## src/rtl/rf_pkg.sv

```systemverilog
package rf_pkg;
  typedef enum logic [1:0] {
    MODE_USR  = 2'b00,
    MODE_FAST = 2'b01,
    MODE_IRQ  = 2'b10,
    MODE_SUP  = 2'b11
  } rf_mode_e;
endpackage

```

## src/rtl/rf_bank_map.sv

```systemverilog
// Translates an architectural register number into a physical slot index.
// Slot layout: user R0..R14 first, then the fast-interrupt set, then the
// interrupt pair, then the supervisor pair.
module rf_bank_map #(
  parameter int IDX_W      = 4,
  parameter int PHYS_W     = 5,
  parameter int FAST_FIRST = 8
) (
  input  logic [1:0]        mode,
  input  logic [IDX_W-1:0]  arch_idx,
  output logic [PHYS_W-1:0] phys_idx
);
  import rf_pkg::*;

  localparam int LINK      = (1 << IDX_W) - 2;
  localparam int STK       = LINK - 1;
  localparam int USR_N     = LINK + 1;
  localparam int FAST_BASE = USR_N;
  localparam int IRQ_BASE  = FAST_BASE + LINK - FAST_FIRST + 1;
  localparam int SUP_BASE  = IRQ_BASE + 2;

  logic in_fast, in_pair;

  assign in_fast = (arch_idx >= IDX_W'(FAST_FIRST)) && (arch_idx <= IDX_W'(LINK));
  assign in_pair = (arch_idx >= IDX_W'(STK)) && (arch_idx <= IDX_W'(LINK));

  always_comb begin
    phys_idx = PHYS_W'(arch_idx);
    case (mode)
      MODE_FAST: if (in_fast) phys_idx = PHYS_W'(FAST_BASE - FAST_FIRST) + PHYS_W'(arch_idx);
      MODE_IRQ:  if (in_pair) phys_idx = PHYS_W'(IRQ_BASE - STK) + PHYS_W'(arch_idx);
      MODE_SUP:  if (in_pair) phys_idx = PHYS_W'(SUP_BASE - STK) + PHYS_W'(arch_idx);
      default:   phys_idx = PHYS_W'(arch_idx);
    endcase
  end
endmodule

```

## src/rtl/rf_storage.sv

```systemverilog
// Physical register slots: two prioritized write ports, two read ports.
module rf_storage #(
  parameter int DATA_W = 32,
  parameter int DEPTH  = 26,
  parameter int PHYS_W = 5
) (
  input  logic              clk,
  input  logic              rst_n,
  input  logic              pri_en,
  input  logic [PHYS_W-1:0] pri_idx,
  input  logic [DATA_W-1:0] pri_data,
  input  logic              sec_en,
  input  logic [PHYS_W-1:0] sec_idx,
  input  logic [DATA_W-1:0] sec_data,
  input  logic [PHYS_W-1:0] ra_idx,
  output logic [DATA_W-1:0] ra_data,
  input  logic [PHYS_W-1:0] rb_idx,
  output logic [DATA_W-1:0] rb_data
);
  logic [DATA_W-1:0] slot [DEPTH];

  always_ff @(posedge clk) begin
    for (int i = 0; i < DEPTH; i++) begin
      if (!rst_n)
        slot[i] <= '0;
      else if (pri_en && pri_idx == PHYS_W'(i))
        slot[i] <= pri_data;
      else if (sec_en && sec_idx == PHYS_W'(i))
        slot[i] <= sec_data;
    end
  end

  assign ra_data = (ra_idx < PHYS_W'(DEPTH)) ? slot[ra_idx] : '0;
  assign rb_data = (rb_idx < PHYS_W'(DEPTH)) ? slot[rb_idx] : '0;
endmodule

```

## src/rtl/rf_pc.sv

```systemverilog
// Word program counter: load has priority over advance.
module rf_pc #(
  parameter int PC_W = 24
) (
  input  logic            clk,
  input  logic            rst_n,
  input  logic            load_en,
  input  logic [PC_W-1:0] load_val,
  input  logic            adv,
  output logic [PC_W-1:0] pc
);
  always_ff @(posedge clk) begin
    if (!rst_n)       pc <= '0;
    else if (load_en) pc <= load_val;
    else if (adv)     pc <= pc + PC_W'(1);
  end
endmodule

```

## src/rtl/banked_regfile.sv

```systemverilog
module banked_regfile #(
  parameter int DATA_W     = 32,
  parameter int PC_W       = 24,
  parameter int FAST_FIRST = 8
) (
  input  logic                           clk,
  input  logic                           rst_n,
  input  logic [1:0]                     mode,
  input  logic [3:0]                     rd_a_idx,
  output logic [DATA_W-1:0]              rd_a_data,
  input  logic [3:0]                     rd_b_idx,
  output logic [DATA_W-1:0]              rd_b_data,
  input  logic                           wr_en,
  input  logic [3:0]                     wr_idx,
  input  logic [DATA_W-1:0]              wr_data,
  input  logic                           link_en,
  input  logic [DATA_W-1:0]              link_data,
  input  logic [DATA_W-PC_W-3:0]         status_hi,
  input  logic [1:0]                     status_lo,
  input  logic                           fetch_adv,
  output logic [PC_W+1:0]                fetch_addr
);
  localparam int IDX_W   = 4;
  localparam int ADDR_W  = PC_W + 2;
  localparam int PC_IDX  = (1 << IDX_W) - 1;
  localparam int LINK    = PC_IDX - 1;
  localparam int USR_N   = LINK + 1;
  localparam int PHYS_N  = USR_N + (LINK - FAST_FIRST + 1) + 2 + 2;
  localparam int PHYS_W  = $clog2(PHYS_N);
  localparam int NPORT   = 4;

  logic [IDX_W-1:0]  arch_sel [NPORT];
  logic [PHYS_W-1:0] phys_sel [NPORT];

  assign arch_sel[0] = rd_a_idx;
  assign arch_sel[1] = rd_b_idx;
  assign arch_sel[2] = wr_idx;
  assign arch_sel[3] = IDX_W'(LINK);

  for (genvar p = 0; p < NPORT; p++) begin : g_map
    rf_bank_map #(
      .IDX_W(IDX_W), .PHYS_W(PHYS_W), .FAST_FIRST(FAST_FIRST)
    ) u_map (
      .mode(mode), .arch_idx(arch_sel[p]), .phys_idx(phys_sel[p])
    );
  end

  logic              wr_pc, wr_slot;
  logic [DATA_W-1:0] slot_a, slot_b;
  logic [PC_W-1:0]   pc;

  assign wr_pc   = wr_en && (wr_idx == IDX_W'(PC_IDX));
  assign wr_slot = wr_en && !wr_pc;

  rf_storage #(
    .DATA_W(DATA_W), .DEPTH(PHYS_N), .PHYS_W(PHYS_W)
  ) u_store (
    .clk(clk), .rst_n(rst_n),
    .pri_en(wr_slot), .pri_idx(phys_sel[2]), .pri_data(wr_data),
    .sec_en(link_en), .sec_idx(phys_sel[3]), .sec_data(link_data),
    .ra_idx(phys_sel[0]), .ra_data(slot_a),
    .rb_idx(phys_sel[1]), .rb_data(slot_b)
  );

  rf_pc #(.PC_W(PC_W)) u_pc (
    .clk(clk), .rst_n(rst_n),
    .load_en(wr_pc), .load_val(wr_data[ADDR_W-1:2]),
    .adv(fetch_adv), .pc(pc)
  );

  logic [DATA_W-1:0] r15_view;
  assign r15_view   = {status_hi, pc, status_lo};
  assign rd_a_data  = (rd_a_idx == IDX_W'(PC_IDX)) ? r15_view : slot_a;
  assign rd_b_data  = (rd_b_idx == IDX_W'(PC_IDX)) ? r15_view : slot_b;
  assign fetch_addr = {pc, 2'b00};
endmodule

```

## config.mk

```make
export PLATFORM = sky130hd
export DESIGN_NAME = banked_regfile
export DESIGN_NICKNAME = d
export VERILOG_FILES = /design/src/rtl/rf_pkg.sv /design/src/rtl/rf_bank_map.sv /design/src/rtl/rf_storage.sv /design/src/rtl/rf_pc.sv /design/src/rtl/banked_regfile.sv
export SDC_FILE = /design/constraint.sdc
export NUM_CORES = 2
export LEC_CHECK = 0
export ABC_AREA = 0
export BUFFER_PORTS_ARGS = -buffer_cell sky130_fd_sc_hd__buf_2
export CORE_MARGIN = 2
export CORE_UTILIZATION = 25
export DETAILED_ROUTE_END_ITERATION = 10
export PLACE_DENSITY = 0.45
export SLEW_MARGIN = 10
export SYNTH_ARGS = -nofsm -noshare
export SYNTH_HDL_FRONTEND = slang
export SYNTH_SLANG_ARGS = --single-unit
```

## constraint.sdc

```tcl
create_clock -name clk -period 6.41 [get_ports clk]
set_input_delay 1.282 -clock clk [delete_from_list [all_inputs] [get_ports clk]]
set_output_delay 1.282 -clock clk [all_outputs]
set_load 0.03 [all_outputs]
```

==> impl_metrics.csv <==
group,metric,value,unit
timing,finalHoldViolations,0,
layout,storage_element_area,25500,sq um
worst_setup_path,endpoint,"rd_b_data[9]",
drt,vias_per_cell,5.90,
grt,maximum_number_of_pins_on_one_net_before_global_route_repair,78,
pwr,power.switching,5570,uW
logic_synthesis,synth_seq_cells,856,
min_path,hold-path-cell-count,2,
logic_synthesis,synth_most_common_cell,"edfxtp_1",
worst_setup_path,critical_path.max_fanout,23,
place,gp_congestion,0.894,
die,initial_core_util,25.1,%
drt,route.detailed.drc,0,
clock_network,cts_tree,"built",
place,port_buffers,178,
timing,finalCritPeriodShare,98.0,%
clock_network,cts.path.max_buffers,3,
pwr,pwr-share-clk,36.0,%
timing,worst_hold_slack_across_all_endpoints,0.642,ns
worst_setup_path,setup.worst_path.class,"in -> out",
drt,firstDrtPassIters,7,
grt,grt_antenna_before_repair,34,
timing,setup-tns-final,0,ns
clock_network,clockRootBuffer,"clkbuf_16",
logic_synthesis,post_synth_main_area_contributors,"edfxtp_1, a22o_1, and2_1",
clock_network,cts_htree_levels,3,
logic_synthesis,postSynth.asyncResetShare,0,%
drt,wire_per_inst,35.4,um
timing,final.setup_skew,0.0334,ns
layout,num-nets-final,4981,
pwr,power.switching_fraction,33.3,%
clock_network,holdBufCountCts,0,
grt,remaining_global_route_overflow,0,
worst_setup_path,worst_setup_path_start_kind,"input pin",
pwr,ir_worst_vdd,201,uV
layout,post_route_cells_drive_above_1_share,16.5,%
pwr,power.sequential.fraction,40.5,%
die,pin_count,181,
layout,final.fill_count,20700,
place,dp.final_hpwl,162000,um
timing,final_max_tran_viols,0,
logic_synthesis,ys_warn_count,0,
logic_synthesis,yosys.area.top_type,"edfxtp_1",
worst_setup_path,worst-endpoint-required,5.13,ns
clock_network,cts_buffers,101,
place,placed_cell_area,56200,sq um
worst_setup_path,cp-end-kind,"output pin",
logic_synthesis,synth_commonest_cells,"edfxtp_1, nand2_1, and2_1",
worst_setup_path,r2r-end,"u_pc.pc[20]$_SDFFE_PN0P_",
pwr,comb_power_share,23.5,%
die,die_area,206000,sq um
clock_network,insertion_delay,0.77,ns
pwr,leak,0.0211,uW
logic_synthesis,yosys_most_used_dff,"edfxtp_1",
timing,setup_viol,0,
drt,ant_nets,0,
timing,fin_crit,6.28,ns
worst_setup_path,worst-r2r-setup-slack,2.47,ns
logic_synthesis,synth.avg_cell_area,10.4,sq um
die,floorplan.die.width,454,um
timing,worstMarginPinSlew,1.14,ns
die,core.rowCount,165,
logic_synthesis,area_share_of_the_leading_cell_type_in_the_synthesized_netlist,49.3,%
worst_setup_path,critical_path_arrival,5.00,ns
logic_synthesis,synth-seq-area-share,50.3,%
logic_synthesis,synthesis.area,50700,sq um
layout,syn_to_final_growth,18.1,%
die,floorplan.die.height,454,um
flow_run,max-cap-violations,0,
drt,overall_via_count_from_detail_route,45100,
grt,global_route.usage.total,25.4,%
layout,multi_input_comb_area,23300,sq um
clock_network,clkTransAtPathRegs,0.06,ns
drt,routed_wirelength,271000,um
drt,number_of_drc_markers_after_the_initial_detailed_route_iteration,6211,
pwr,power.density_cell_area,279,nW/um^2
logic_synthesis,number_of_enable_flip_flop_cells_after_synthesis,832,
worst_setup_path,worst_setup_path_startpoint,"mode[0]",
timing,grt_setup_unrepaired,"yes",
pwr,power.internal,11100,uW
logic_synthesis,count_of_distinct_cell_types_in_the_synthesized_netlist,95,
grt,grt_pass1_wl,364000,um
worst_setup_path,r2r_cell_count,8,
die,design.core.area,202000,sq um
pwr,finalPower,16700,uW
min_path,hold_path.class,"reg -> reg",
clock_network,clock-sinks,856,
timing,max_clock_freq,0.159,GHz
worst_setup_path,launch_point_of_the_worst_reg_to_reg_path,"u_pc.pc[5]$_SDFFE_PN0P_",
logic_synthesis,netlist_instances,4854,
layout,summed_area_of_non_filler_cells_in_the_final_layout,59800,sq um
timing,timing.slew.headroom,23.8,%
grt,vias_in_the_first_global_route,42900,
status,run_status,"complete, no violations",
[how the worst min path moves through the flow]
| stage | startpoint | to | slack [ns] |
|---|---|---|---|
| 5_1_grt | u_pc.pc[18]$_SDFFE_PN0P_ | u_pc.pc[18]$_SDFFE_PN0P_ | 0.68 |
| 4_1_cts | u_pc.pc[21]$_SDFFE_PN0P_ | u_pc.pc[21]$_SDFFE_PN0P_ | 0.64 |
| 3_3_place_gp | u_pc.pc[18]$_SDFFE_PN0P_ | u_pc.pc[18]$_SDFFE_PN0P_ | 0.60 |
| 3_5_place_dp | u_pc.pc[18]$_SDFFE_PN0P_ | u_pc.pc[18]$_SDFFE_PN0P_ | 0.62 |
| 2_1_floorplan | u_pc.pc[18]$_SDFFE_PN0P_ | u_pc.pc[18]$_SDFFE_PN0P_ | 0.70 |
| 6_report | u_pc.pc[21]$_SDFFE_PN0P_ | u_pc.pc[21]$_SDFFE_PN0P_ | 0.64 |
[per-stage QoR]
step | util (%) | std cells | worst slack (ns)
5_1_grt | 29.6 | 7636 | -0.00793
3_5_place_dp | 27.9 | 7426 | -0.385
6_report | 29.6 | 7645 | 0.128
2_1_floorplan | - | 4855 | 0.692
3_3_place_gp | 27.9 | 7426 | -0.400
4_1_cts | 29.6 | 7623 | 0.0450
[power by group through the flow]
stage               Clock [uW]  Combinational [uW]  Sequential [uW]
finish                    6020                3930             6760
global route              6250                4060             6790
CTS                       6050                3840             6750
detailed placement           0                3820             6860
global placement             0                3810             6860
floorplan                    0                2110             6800
[placed cells by master (no fill, tap or decap), types with 50 or more instances in the layout]
| cell | Yosys | layout |
|---|---|---|
| and3_1 | 218 | 215 |
| nor2_1 | 77 | 50 |
| a21oi_1 | 221 | 218 |
| buf_4 | 24 | 216 |
| clkbuf_16 | 0 | 102 |
| a211oi_1 | 343 | 342 |
| o211ai_1 | 63 | 63 |
| mux4_2 | 66 | 66 |
| buf_12 | 0 | 88 |
| o21ai_0 | 95 | 79 |
| mux2i_1 | 157 | 157 |
| buf_2 | 135 | 178 |
| nand3_1 | 159 | 157 |
| o22ai_1 | 62 | 62 |
| a22o_1 | 387 | 387 |
| nand2_1 | 749 | 737 |
| and2_1 | 462 | 459 |
| edfxtp_1 | 832 | 832 |
[kinds of logic (layout without fill, tap and decap cells)]
logic type      count (synthesis)  count (layout)  share of synthesized area, %
buf+inv                       588             692                          5.14
mux                           228             228                          6.15
compound gates               1370            1370                          20.0
fa+ha+maj                      18              18                         0.444
simple gates                 1769            1769                          17.6
xor+xnor                       24              24                         0.415
flops                         856             856                          50.3
other cells                     1              16                       0.00740
[critical path: stages]
cell and delay (ns):
buf_2 0.13, inv_1 0.10, ha_1 0.22, buf_4 0.18
or2_1 0.35, and4_4 0.27, o211ai_4 0.14, buf_4 0.29
and2_4 0.32, buf_12 0.24, buf_4 0.24, nand2_1 0.07
a311oi_1 0.28, a211oi_1 0.11, o211ai_1 0.41, buf_2 0.28
[registers in the layout (all words and copies together), names as in the netlist]
| signal | flops |
|---|---|
| u_store.slot | 832 |
| u_pc.pc | 24 |
[metal layers]
layer / vias to the layer above / track usage [%] / wire length (um)
met5: - / 0 / 57
met4: 8 / 13.2 / 15800
met3: 717 / 4.59 / 24900
met2: 3048 / 39.7 / 121000
met1: 22900 / 33.3 / 109000
li1: 18400 / - / -
[final cells by class]
cell class | instances | share of cell area (%)
Antenna cell | 14 | 0.0586
Clock buffer | 133 | 4.58
Clock inverter | 57 | 0.996
Inverter | 19 | 0.119
Multi-Input combinational cell | 3411 | 38.9
Sequential cell | 856 | 42.6
Tap cell | 2672 | 5.59
Timing Repair Buffer | 483 | 7.16
[timing repair]
action / 4_1_cts / 5_1_grt
setup endpoints to repair: 6 / 17
setup buffers: 7 / 8
gates resized for setup: 4 / 5
pin swaps: 1 / 3
No activity file was read; power rests on OpenSTA's default activity.
